File: config.mk
export PLATFORM = sky130hd
export DESIGN_NAME = nand_host_if
export DESIGN_NICKNAME = d
export VERILOG_FILES = /design/src/rtl/nand_host_pkg.sv /design/src/rtl/nand_addr_dec.sv /design/src/rtl/nand_ctrl_reg.sv /design/src/rtl/nand_irq_ctrl.sv /design/src/rtl/nand_host_if.sv
export SDC_FILE = /design/constraint.sdc
export NUM_CORES = 1
export LEC_CHECK = 0
export BUFFER_PORTS_ARGS = -buffer_cell sky130_fd_sc_hd__buf_2
export CAP_MARGIN = 40
export CORE_MARGIN = 2
export CORE_UTILIZATION = 40
export DETAILED_ROUTE_END_ITERATION = 10
export PLACE_DENSITY = 0.66
export SLEW_MARGIN = 20
export SYNTH_ARGS = -nofsm -noshare
export SYNTH_HDL_FRONTEND = slang
export SYNTH_SLANG_ARGS = --single-unit
export TNS_END_PERCENT = 20
File: constraint.sdc
create_clock -name clk -period 1.5 [get_ports clk]
set_clock_uncertainty 0.1 [all_clocks]
set_input_delay 0.225 -clock clk [delete_from_list [all_inputs] [get_ports clk]]
set_output_delay 0.225 -clock clk [all_outputs]
set_load 0.01 [all_outputs]
File: src/rtl/nand_host_pkg.sv
package nand_host_pkg;
  localparam int unsigned DATA_W   = 8;
  localparam int unsigned OFF_W    = 8;
  localparam int unsigned WIN_SIZE = 4;

  localparam logic [OFF_W-1:0] OFF_CTRL  = 8'h04;
  localparam logic [OFF_W-1:0] OFF_STAT  = 8'h05;
  localparam logic [OFF_W-1:0] OFF_EVT   = 8'h06;
  localparam logic [OFF_W-1:0] OFF_ENA   = 8'h07;
  localparam logic [DATA_W-1:0] STAT_VAL = 8'h14;

  localparam int unsigned BIT_CLE  = 0;
  localparam int unsigned BIT_ALE  = 1;
  localparam int unsigned BIT_CE   = 4;
  localparam int unsigned BIT_ECC0 = 5;
  localparam int unsigned BIT_WP   = 7;
  localparam int unsigned BIT_MSTR = 7;

  typedef enum logic [1:0] {
    ECC_NOP    = 2'b00,
    ECC_EN_RST = 2'b01,
    ECC_RDSEL  = 2'b10,
    ECC_CLR    = 2'b11
  } ecc_cmd_e;

  typedef struct packed {
    logic data;
    logic ctrl;
    logic stat;
    logic evt;
    logic ena;
  } reg_hit_t;

  function automatic ecc_cmd_e ecc_field(input logic [DATA_W-1:0] ctrl);
    return ecc_cmd_e'(ctrl[BIT_ECC0+1:BIT_ECC0]);
  endfunction

  function automatic logic ecc_wants_reset(input ecc_cmd_e cmd);
    return (cmd == ECC_EN_RST) || (cmd == ECC_CLR);
  endfunction

  function automatic logic irq_level(input logic [DATA_W-1:0] evt,
                                     input logic [DATA_W-1:0] ena);
    return ena[BIT_MSTR] && ((evt & ena) != '0);
  endfunction
endpackage

File: src/rtl/nand_addr_dec.sv
module nand_addr_dec
  import nand_host_pkg::*;
(
  input  logic [OFF_W-1:0] addr,
  output reg_hit_t         hit
);
  localparam int unsigned LOW_W = 3;

  logic in_page;
  assign in_page = (addr[OFF_W-1:LOW_W] == '0);

  always_comb begin
    hit      = '0;
    hit.data = in_page && (addr[LOW_W-1:0] < LOW_W'(WIN_SIZE));
    hit.ctrl = (addr == OFF_CTRL);
    hit.stat = (addr == OFF_STAT);
    hit.evt  = (addr == OFF_EVT);
    hit.ena  = (addr == OFF_ENA);
  end
endmodule

File: src/rtl/nand_ctrl_reg.sv
module nand_ctrl_reg
  import nand_host_pkg::*;
(
  input  logic              clk,
  input  logic              rst_n,
  input  logic              ctrl_we,
  input  logic [DATA_W-1:0] wdata,
  output logic [DATA_W-1:0] ctrl_q,
  output logic              pin_cle,
  output logic              pin_ale,
  output logic              pin_ce_n,
  output logic              pin_wp,
  output logic              ecc_rst_pulse,
  output logic              ecc_en_lvl,
  output logic              ecc_rd_lvl
);
  ecc_cmd_e cmd_now;
  logic     reset_req;

  assign cmd_now   = ecc_field(wdata);
  assign reset_req = ctrl_we && ecc_wants_reset(cmd_now);

  always_ff @(posedge clk or negedge rst_n) begin
    if (!rst_n) begin
      ctrl_q        <= '0;
      ecc_rst_pulse <= 1'b0;
    end else begin
      if (ctrl_we) ctrl_q <= wdata;
      ecc_rst_pulse <= reset_req;
    end
  end

  assign pin_cle    = ctrl_q[BIT_CLE];
  assign pin_ale    = ctrl_q[BIT_ALE];
  assign pin_ce_n   = ~ctrl_q[BIT_CE];
  assign pin_wp     = ctrl_q[BIT_WP];
  assign ecc_en_lvl = (ecc_field(ctrl_q) == ECC_EN_RST);
  assign ecc_rd_lvl = (ecc_field(ctrl_q) == ECC_RDSEL);

  AST_CE_INVERTED: assert property (@(posedge clk) disable iff (!rst_n)
    ctrl_we |=> (pin_ce_n == !$past(wdata[BIT_CE])));
  AST_PINS_FOLLOW: assert property (@(posedge clk) disable iff (!rst_n)
    ctrl_we |=> (pin_cle == $past(wdata[BIT_CLE]) && pin_ale == $past(wdata[BIT_ALE])
                 && pin_wp == $past(wdata[BIT_WP])));
  AST_ECC_PULSE_CAUSE: assert property (@(posedge clk) disable iff (!rst_n)
    ecc_rst_pulse |-> ($past(ctrl_we) && $past(wdata[BIT_ECC0])));
  AST_ECC_LEVELS_EXCL: assert property (@(posedge clk) disable iff (!rst_n)
    !(ecc_en_lvl && ecc_rd_lvl));
endmodule

File: src/rtl/nand_irq_ctrl.sv
module nand_irq_ctrl
  import nand_host_pkg::*;
(
  input  logic              clk,
  input  logic              rst_n,
  input  logic              evt_we,
  input  logic              ena_we,
  input  logic              data_wr_evt,
  input  logic [DATA_W-1:0] wdata,
  output logic [DATA_W-1:0] evt_q,
  output logic [DATA_W-1:0] ena_q,
  output logic              irq
);
  logic [DATA_W-1:0] evt_next;

  always_comb begin
    evt_next = evt_q;
    if (evt_we)      evt_next = wdata;
    if (data_wr_evt) evt_next[0] = 1'b1;
  end

  always_ff @(posedge clk or negedge rst_n) begin
    if (!rst_n) begin
      evt_q <= '0;
      ena_q <= '0;
    end else begin
      evt_q <= evt_next;
      if (ena_we) ena_q <= wdata;
    end
  end

  assign irq = irq_level(evt_q, ena_q);

  AST_DATA_EVENT: assert property (@(posedge clk) disable iff (!rst_n)
    data_wr_evt |=> evt_q[0]);
  AST_IRQ_MASTER: assert property (@(posedge clk) disable iff (!rst_n)
    irq |-> ena_q[BIT_MSTR]);
  AST_EVT_HOLD: assert property (@(posedge clk) disable iff (!rst_n)
    (!evt_we && !data_wr_evt) |=> $stable(evt_q));
endmodule

File: src/rtl/nand_host_if.sv
module nand_host_if
  import nand_host_pkg::*;
(
  input  logic              clk,
  input  logic              rst_n,
  input  logic              reg_wr,
  input  logic              reg_rd,
  input  logic [OFF_W-1:0]  reg_addr,
  input  logic [DATA_W-1:0] reg_wdata,
  output logic [DATA_W-1:0] reg_rdata,
  output logic              nf_cle,
  output logic              nf_ale,
  output logic              nf_ce_n,
  output logic              nf_wp,
  output logic [DATA_W-1:0] nf_io_out,
  output logic              nf_io_wr,
  input  logic [DATA_W-1:0] nf_io_in,
  output logic              nf_io_rd,
  output logic              ecc_rst,
  output logic              ecc_en,
  output logic              ecc_rd,
  output logic              sub_irq
);
  reg_hit_t          hit;
  logic [DATA_W-1:0] ctrl_q, evt_q, ena_q;
  logic              any_hit;
  logic              unmapped_wr;

  nand_addr_dec u_dec (
    .addr (reg_addr),
    .hit  (hit)
  );

  nand_ctrl_reg u_ctrl (
    .clk           (clk),
    .rst_n         (rst_n),
    .ctrl_we       (reg_wr && hit.ctrl),
    .wdata         (reg_wdata),
    .ctrl_q        (ctrl_q),
    .pin_cle       (nf_cle),
    .pin_ale       (nf_ale),
    .pin_ce_n      (nf_ce_n),
    .pin_wp        (nf_wp),
    .ecc_rst_pulse (ecc_rst),
    .ecc_en_lvl    (ecc_en),
    .ecc_rd_lvl    (ecc_rd)
  );

  nand_irq_ctrl u_irq (
    .clk         (clk),
    .rst_n       (rst_n),
    .evt_we      (reg_wr && hit.evt),
    .ena_we      (reg_wr && hit.ena),
    .data_wr_evt (nf_io_wr),
    .wdata       (reg_wdata),
    .evt_q       (evt_q),
    .ena_q       (ena_q),
    .irq         (sub_irq)
  );

  assign nf_io_wr  = reg_wr && hit.data;
  assign nf_io_rd  = reg_rd && hit.data;
  assign nf_io_out = reg_wdata;

  assign any_hit     = |hit;
  assign unmapped_wr = reg_wr && !any_hit;

  always_comb begin
    reg_rdata = '0;
    if (reg_rd) begin
      unique case (1'b1)
        hit.data: reg_rdata = nf_io_in;
        hit.ctrl: reg_rdata = ctrl_q;
        hit.stat: reg_rdata = STAT_VAL;
        hit.evt:  reg_rdata = evt_q;
        hit.ena:  reg_rdata = ena_q;
        default:  reg_rdata = '0;
      endcase
    end
  end

  AST_UNMAPPED_WR_IGNORED: assert property (@(posedge clk) disable iff (!rst_n)
    unmapped_wr |=> ($stable(ctrl_q) && $stable(evt_q) && $stable(ena_q)));
  AST_ONE_HIT: assert property (@(posedge clk) disable iff (!rst_n)
    $onehot0(hit));
  AST_IO_STROBES_EXCL: assert property (@(posedge clk) disable iff (!rst_n)
    (reg_wr && !reg_rd) |-> !nf_io_rd);
endmodule

Word-level counts from Yosys, hierarchy flattened

Cells that the tools add are included.

Bits in registers: 25
Input port bits: 28
Output and inout bits: 26

Order comparisons: 1
Equality and inequality tests: 8
Multiplexer cells: 4
Bitwise gates (word level): 2
Reductions and logical operators: 12

Operator list:

| cell                                                                   | number |
|---|---|
| 8-bit case mux with 5 select lines                                     | 1 |
| 8-bit by 3-bit equality test with 1-bit output (second input constant) | 4 |
| 8-bit AND                                                              | 1 |
| 1-bit logical AND                                                      | 8 |
| 8-bit 2-to-1 mux                                                       | 1 |
| 8-bit nonzero test                                                     | 1 |
| 5-bit zero test                                                        | 1 |
| 2-bit by 1-bit equality test with 1-bit output (second input constant) | 2 |
| 2-bit equality test (second input constant)                            | 2 |
| 3-bit less-than comparator (second input constant)                     | 1 |
| 1-bit 2-to-1 mux                                                       | 2 |
| 2-bit nonzero test                                                     | 1 |
| 1-bit logical OR                                                       | 1 |
| 1-bit inverter                                                         | 1 |

Logic depth before layout (Yosys ltp)

Gate-level depths: netlist (run 1).

Word-level depth: 4
Depth in mapped cells: 4
Mapped depth without buffers: 3

Cells and area by module

From an unflattened synthesis (run 1), not the netlist that was laid out.

Cells, all modules: 118
Area total of the unflattened synthesis: 1,428.9 µm²

Modules (own cells, without submodules):

| module        | times used | cells each | area each (µm²) | sequential area each (µm²) |
|---|---|---|---|---|
| nand_irq_ctrl | 1          | 42         | 646.9           | 400.4 |
| nand_ctrl_reg | 1          | 25         | 402.9           | 225.2 |
| nand_host_if  | 1          | 43         | 304.0           | 0.0 |
| nand_addr_dec | 1          | 8          | 75.1            | 0.0 |

Worst setup path after synthesis (run 1)

No wires, ideal clock.

Kind: input to output
Start: in reg_addr[4]
End: out reg_rdata[5]
Arrival time: 1.153 ns
Setup slack: 0.022 ns
Stages on the path: 3
Path buffers: 0
Cell sequence: nor3_4 > nand3_1 > nor3_1

Longest elaborated chain between the ends: 4
Elaborated cells between the ends (all ways): 8
Classes of those cells: eq/ne: 4; mux: 2; reduce/logical: 2

Ends and longest elaborated chain:

| item                                 | RTL line            | source |
|---|---|---|
| start: declaration                   | nand_host_if.sv:8   | `input logic [OFF_W-1:0] reg_addr,` |
| 5-bit zero test                      | nand_addr_dec.sv:10 | `assign in_page = (addr[OFF_W-1:LOW_W] == '0);` |
| 1-bit logical AND                    | nand_addr_dec.sv:14 | `hit.data = in_page && (addr[LOW_W-1:0] < LOW_W'(WIN_SIZE));` |
| 8-bit case mux with 5 select lines * | nand_host_if.sv:71  | `unique case (1'b1)` |
| 8-bit 2-to-1 mux *                   | nand_host_if.sv:70  | `if (reg_rd) begin` |
| end: declaration                     | nand_host_if.sv:10  | `output logic [DATA_W-1:0] reg_rdata,` |

Every way passes the cells marked *; elsewhere a longest branch is shown, timed or not.

Worst setup path after layout (run 1)

Start: reg u_ctrl.ctrl_q[4]
End: out reg_rdata[4]

Longest elaborated chain between the ends: 2

Ends and longest elaborated chain:

| item                               | RTL line            | source |
|---|---|---|
| start: declaration                 | nand_ctrl_reg.sv:8  | `output logic [DATA_W-1:0] ctrl_q,` |
| start signal: assignment           | nand_ctrl_reg.sv:28 | `if (ctrl_we) ctrl_q <= wdata;` |
| 8-bit case mux with 5 select lines | nand_host_if.sv:71  |  |
| 8-bit 2-to-1 mux                   | nand_host_if.sv:70  |  |

No other way between the ends.

==> qor.yml, run 1 <==
setup_path:
  crit_type: "flop to primary output"
  r2r_setup_slack_ns: 0.49
  worst_ep_required_time_ns: 1.17
  start_kind: "flop"
  crit_fanout: 2
  cp_data_arrival_time_ns: 1.35
  crit_path_end_kind: "primary output"
  cp-endpoint: "reg_rdata[4]"
  crit_start: "u_ctrl.ctrl_q[4]"
  reg2reg_to: "u_ctrl.ctrl_q[6]"
  crit-reg2reg-launch: "u_ctrl.ctrl_q[6]"
  rr_worst_depth: 2
placement:
  portBuffers: 53
  dpl.hpwl_um: 2640
  place_area_mm2: 0.00179
  gp_congestion: 0.785
timing:
  slew_headroom: 0.632
  rsz0062_at_grt: "true"
  drv_slew: 0
  min_period_ns: 1.67
  finalCritPeriodShare: 1.11
  setup_ws_ns: -0.171
  hold_viol: 0
  setup_viol: 9
  worst-slew-pin-transition_ns: 0.551
  clock.fmax_ghz: 0.599
synthesis:
  synth_compound_gate_area_share: 0.0999
  synth.yosys.seq_area_share: 0.434
  ys_ff_latch: 25
  synth_fp_nets: 154
  yosys.area_share.simple: 0.160
  syn-instance-count: 126
  syn_area_per_cell_um2: 11.4
  synth_mux_area_frac: 0.241
  yosys.area_share.xor_xnor: 0
  synth-adder-area-share: 0
  yosys_warnings: 0
  synth_cell_types: 26
  synth_top_family_by_area: "multiplexers"
  synthesis.area_mm2: 0.00144
layout:
  area_delta_synth_final_pct: 34.7
  postLayoutCellArea_mm2: 0.00194
  n_fill_cell: 305
  final_common_cell: "buf_2"
  utilization: 0.572
  diodes: 0
  fin_nets: 220
  drive_gt1_frac: 0.628
  final_cell_mix: "buf_2, dfrtp_1, mux2_2"
floorplanning:
  initial_core_util: 0.425
  core_mm2: 0.00339
  die_x_um: 64
  ioPinCount: 54
  die_h_um: 64
  die-area_mm2: 0.00410
  num_rows: 21
clock_tree:
  cts-root-buf: "clkbuf_4"
  clock-sinks: 25
  clk_pin_slew_ns: 0.13
  cts_made_buffers: 3
  cts_max_level: 1
  cts_buffer_depth: 2
  cts_tree: "done"
  insertion_delay_ns: 0.32
global_route:
  grt_pass1_wl_um: 6080
  antenna_found_initial: 0
  grt_pass1_vias: 1301
  gr-usage-all-layers: 0.191
  grt_start_max_net_pins: 26
  overflow: 0
pwr:
  p_leak_nw: 0.996
  powerDensity_mw_per_mm2: 660
  max-vdd-ir-drop_mv: 0.323
run_status:
  status: "finished with violations"
  violations: "negative setup slack"
route:
  drt_iter0_markers: 33
  first_pass_iters: 4
  drt_wl_total_um: 3660
  ant_nets: 0
  vias: 1259
  vias_per_cell: 5.31
  wl_per_cell_um: 15.4
  drc: 0
job:
  cap_viol_max_count: 0
worst_hold_path:
  hp-start: "reg_wdata[5]"
  hold_path_class: "input port to flop"
[metal layers]
| metal | GRT usage | vias up | share of wire |
|---|---|---|---|
| li1 | - | 589 | - |
| met1 | 0.226 | 622 | 0.40 |
| met2 | 0.339 | 37 | 0.53 |
| met4 | 0.0815 | 0 | 0.026 |
| met3 | 0.0317 | 11 | 0.041 |
| met5 | 0 | - | 0 |
[worst min-delay path by stage]
stage / slack, ns / depth (start not counted) / endpoint
floorplan: -0.17 / 0 / u_ctrl.ctrl_q[0]
finish: 0.04 / 3 / u_ctrl.ecc_rst_pulse
global placement: 0.13 / 1 / u_irq.ena_q[4]
detailed placement: 0.14 / 1 / u_irq.evt_q[4]
CTS: 0.04 / 3 / u_ctrl.ecc_rst_pulse
global route: 0.06 / 2 / u_irq.ena_q[1]
[through the flow]
step	power, mW	hold slack, ns	TNS (ns)	cells	setup WS (ns)
floorplan	0.854	-0.171	0	126	0.0217
CTS	1.28	0.0381	-1.25	237	-0.168
detailed placement	0.963	0.142	-0.731	227	-0.0528
global placement	0.956	0.132	-0.150	227	-0.0333
finish	1.28	0.0401	-1.21	237	-0.171
global route	1.34	0.0603	-1.79	237	-0.236
[repair_timing]
item                                   4_1_cts  5_1_grt
endpoints found under the hold margin       25        0
pin swaps                                    7        3
hold buffers                                 1        0
resized for setup                           10        7
setup endpoints to repair                   10       10
buffers inserted                             5        0
[cells by family after synthesis]
logic type	Yosys count
DFF	25
AOI/OAI and AO/OA	21
muxes	31
and+or+nand+nor	34
buffers and inverters	15
[power by group]
part	switching, mW	total [mW]	internal (mW)
Sequential	0.0237	0.728	0.704
Combinational	0.122	0.252	0.130
Clock	0.196	0.300	0.104
[critical path, cell delays in order, from the launching register on]
cell	delay [ns]
dfrtp_1	0.40
mux2_4	0.27
o221ai_2	0.15
a21oi_2	0.07
buf_2	0.14
[final cells by class]
type | count | area [um^2] | area share
clock buffer | 4 | 26.3 | 0.0135
sequential | 25 | 626 | 0.323
multi-input combinational | 86 | 797 | 0.411
tap | 46 | 57.6 | 0.0297
inverter | 3 | 11.3 | 0.00581
timing repair buffer | 73 | 422 | 0.217
[state kept, by name (all words and copies together), names as in the netlist]
register,cells
u_irq.evt_q,8
u_ctrl.ecc_rst_pulse,1
u_irq.ena_q,8
u_ctrl.ctrl_q,8
[Yosys cell counts, drive strengths merged]
master  count  share of area
nand4       1          0.015
and3        1         0.0043
buf        12          0.057
and4bb      1          0.011
nor3b       1         0.0052
o211a       2          0.014
nand3       9          0.038
dfrtp      25           0.43
o221ai      2          0.012
a21oi       7          0.024
mux2i       2          0.014
a311oi      1         0.0061
nand2       1         0.0026
a31oi       5          0.022
a41oi       1         0.0061
a22oi       3          0.016
mux2       29           0.23
nor2b       7          0.030
nand2b      2         0.0087
and2b       2          0.010
nor3        3          0.018
inv         3         0.0078
nor2        6          0.016
Note: power is estimated with default switching activity, not from simulation.
==> inputs of run 2 (changes only) <==
--- a/config.mk
+++ b/config.mk
@@ -5,12 +5,13 @@
 export SDC_FILE = /design/constraint.sdc
 export NUM_CORES = 1
 export LEC_CHECK = 0
+export ABC_AREA = 1
 export BUFFER_PORTS_ARGS = -buffer_cell sky130_fd_sc_hd__buf_2
-export CAP_MARGIN = 40
+export CAP_MARGIN = 20
 export CORE_MARGIN = 2
 export CORE_UTILIZATION = 40
 export DETAILED_ROUTE_END_ITERATION = 10
-export PLACE_DENSITY = 0.66
+export PLACE_DENSITY = 0.65
 export SLEW_MARGIN = 20
 export SYNTH_ARGS = -nofsm -noshare
 export SYNTH_HDL_FRONTEND = slang
==> run 2 against run 1 <==
Against the previous run: the flow still finishes with violations (negative setup slack); routed wire length up 23%; sequential cell count unchanged; non-clock buffer count up 2; via count up 24%; critical path depth up 7; highest routed layer unchanged; power up 15%; clock power up 41%; critical path type is now input port to primary output.
==> qor.yml, run 2 <==
run_status:
  status: "finished with violations"
  violations: "negative setup slack"
timing:
  setup_ws_ns: -0.0860  # +0.0847 ns
  slew_headroom: 0.616  # -0.0159
  setup_viol: 8  # -1
  hold_viol: 0  # unchanged
  rsz0062_at_grt: "true"
  clock.fmax_ghz: 0.631  # +5.3%
  min_period_ns: 1.59  # -0.0847 ns
  drv_slew: 0  # unchanged
  finalCritPeriodShare: 1.06  # -0.0565
  fin_hold_ws_ns: 0.0771  # +0.0370 ns
  worst-slew-pin-transition_ns: 0.575  # +0.0239 ns
route:
  vias_per_cell: 4.97  # -6.4%
  ant_nets: 0  # unchanged
  vias: 1567  # +24%
  met2_length_um: 2290  # +17%
  drt_wl_total_um: 4500  # +23%
  met1_length_um: 1950  # +34%
  routed.top_layer: "met4"
  wl_per_cell_um: 14.3  # -7.4%
  first_pass_iters: 4  # unchanged
  drc: 0  # unchanged
  drt_iter0_markers: 43  # +30%
  dr_wl_met3_um: 201  # +33%
clock_tree:
  cts_made_buffers: 3  # unchanged
  clk_pin_slew_ns: 0.09  # -0.04 ns
  cts_max_level: 1  # unchanged
  insertion_delay_ns: 0.27  # -0.05 ns
  cts-root-buf: "clkbuf_8"
  cts_buffer_depth: 2  # unchanged
  clock-sinks: 25  # unchanged
  cts_tree: "done"
global_route:
  gr-usage-all-layers: 0.204  # +0.0131
  overflow: 0  # unchanged
  antenna_found_initial: 0  # unchanged
  grt_start_max_net_pins: 26  # unchanged
  grt_pass1_vias: 1507  # +16%
  grt_pass1_wl_um: 6940  # +14%
pwr:
  p_leak_nw: 1.20  # +20%
  max-vdd-ir-drop_mv: 0.322  # -0.36%
  powerDensity_mw_per_mm2: 646  # -2.1%
setup_path:
  cp_data_arrival_time_ns: 1.26  # -0.09 ns
  crit_cells: 11  # +7
  cp_top_family: "buffers and inverters"
  cpPeakStageDelay_ns: 0.15  # -0.25 ns
  worst_ep_required_time_ns: 1.17  # about the same
  path_cells: "buf_6 -> nor2_4 -> nand2_4 -> inv_8 -> buf_4 -> buf_4 -> nand3_1 -> nand2_1 -> nor2_1 -> nor2_1 -> buf_2"
  reg2reg_to: "u_irq.evt_q[5]"
  crit_path_end_kind: "primary output"
  rr_worst_depth: 3  # +1
  crit_fanout: 7  # +5
  start_kind: "input port"
  cp_num_buf_inv: 5  # +4
  crit_slowest_cell: "buf_2"
  cp-endpoint: "reg_rdata[4]"
  crit-reg2reg-launch: "u_irq.evt_q[5]"
  r2r_setup_slack_ns: 0.62  # +0.13 ns
  crit_type: "input port to primary output"
  crit_start: "reg_addr[7]"
floorplanning:
  core_mm2: 0.00374  # +10%
  num_rows: 22  # +4.8%
  die-area_mm2: 0.00450  # +9.8%
  die_h_um: 67.1  # +4.8%
  die_x_um: 67.1  # +4.8%
  initial_core_util: 0.425  # about the same
  ioPinCount: 54  # unchanged
synthesis:
  synth_ff_type: "dfrtp_1"
  yosys.area_share.xor_xnor: 0  # unchanged
  synth-adder-area-share: 0  # unchanged
  syn_area_per_cell_um2: 7.95  # -30%
  synth_compound_gate_area_share: 0.146  # +0.0456
  synth_top_area_frac: 0.393  # -0.0410
  netlist_top_cells_count: "nand2_1, nand3_1, dfrtp_1, nor2_1, inv_1"
  yosys.area_share.simple: 0.331  # +0.171
  synth.yosys.seq_area_share: 0.393  # -0.0410
  synth_cell_types: 23  # -12%
  syn-instance-count: 200  # +59%
  async_flop_share: 1.00  # unchanged
  synth_fp_nets: 228  # +48%
  yosys-top-cells-area: "dfrtp_1, nand2_1, o21ai_2"
  yosys_warnings: 0  # unchanged
  synth_mux_area_frac: 0  # -0.241
  synth_area_leader_cell: "dfrtp_1"
  synth_top_family_by_area: "simple AND/OR/NAND/NOR gates"
  synth-edff-count: 0  # unchanged
  ys_ff_latch: 25  # unchanged
  synthesis.area_mm2: 0.00159  # +10%
  yosysMostFrequentCell: "nand2_1"
placement:
  gp_congestion: 0.719  # -8.4%
  portBuffers: 53  # unchanged
  dpl.hpwl_um: 2990  # +13%
layout:
  n_fill_cell: 354  # +16%
  fin_nets: 296  # +35%
  reg_top3: "u_ctrl.ctrl_q (8), u_irq.ena_q (8), u_irq.evt_q (8)"
  final_cell_mix: "buf_2, nand2_1, dfrtp_1"
  utilization: 0.607  # +0.0345
  area_delta_synth_final_pct: 42.8
  drive_gt1_frac: 0.506  # -0.123
  final_common_cell: "buf_2"
  diodes: 0  # unchanged
job:
  cap_viol_max_count: 0  # unchanged
worst_hold_path:
  hold_path_class: "input port to flop"
-- run 2: cell count changes in the layout (fill, tap and decap cells not counted), moves of 6 or more --
cell / delta
o21ai_2: +21
nor2b_1: -7
buf_6: +7
nand2_1: +34
nor2_1: +15
nand3_1: +16
mux2_2: -24
buf_2: -6
inv_1: +15
-- run 2: power breakdown --
group          total (mW)  switching [mW]  internal, mW
combinational       0.297           0.168         0.129
sequential          0.748          0.0324         0.716
clock               0.422           0.233         0.189
total                1.47           0.433          1.03
-- run 2: worst min path at each step --
stage / cells past startpoint / to / slack (ns) / from
finish: 3 / u_ctrl.ctrl_q[6] / 0.08 / reg_wdata[6]
global route: 3 / u_ctrl.ctrl_q[6] / 0.09 / reg_wdata[6]
CTS: 3 / u_ctrl.ctrl_q[6] / 0.08 / reg_wdata[6]
detailed placement: 1 / u_irq.evt_q[7] / 0.16 / rst_n
global placement: 1 / u_irq.evt_q[5] / 0.15 / rst_n
floorplan: 0 / u_ctrl.ctrl_q[0] / -0.17 / rst_n
-- run 2: routing by layer --
metal  global-route usage  up-vias
met5                    0        -
met2                0.340       51
li1                     -      773
met1                0.273      737
met3               0.0253        6
met4               0.0638        0
-- run 2: through the flow --
stage	cells	cell area (um^2)	power (mW)	setup WS [ns]	setup TNS (ns)
global placement	299	1920	0.992	-0.0684	-0.430
finish	315	2270	1.47	-0.0860	-0.271
detailed placement	299	1920	0.995	-0.0920	-0.688
floorplan	200	1590	0.887	0.138	0
global route	315	2270	1.53	-0.178	-1.02
CTS	311	2120	1.44	-0.0917	-0.650
-- run 2: cells by family (layout without fill, tap and decap cells) --
group                  Yosys count  in the layout
AOI/OAI and AO/OA               33             33
buffers and inverters           36            102
DFF                             25             25
and+or+nand+nor                106            107
-- run 2: timing repair --
action                                  CTS  global route
gates cloned                              2             2
endpoints found under the setup margin   10            11
endpoints found under the hold margin    25             0
resized for setup                        17            41
hold buffers                              1             0
pin swaps                                 7            27
setup buffers                             5             5
-- run 2: worst register-to-register path: cells and delay by family (launching register included) --
kind	cells	cell delay (ns)
compound gates	1	0.05
flops	1	0.43
simple gates	1	0.06
buf+inv	1	0.14
-- run 2: layout make-up --
cell class	instances	area, um^2	area share
Multi-Input combinational cell	140	890	0.392
Sequential cell	25	626	0.275
Timing Repair Buffer	75	548	0.241
Inverter	23	98.8	0.0435
Tap cell	48	60.1	0.0264
Clock buffer	3	41.3	0.0182
Clock inverter	1	7.51	0.00331
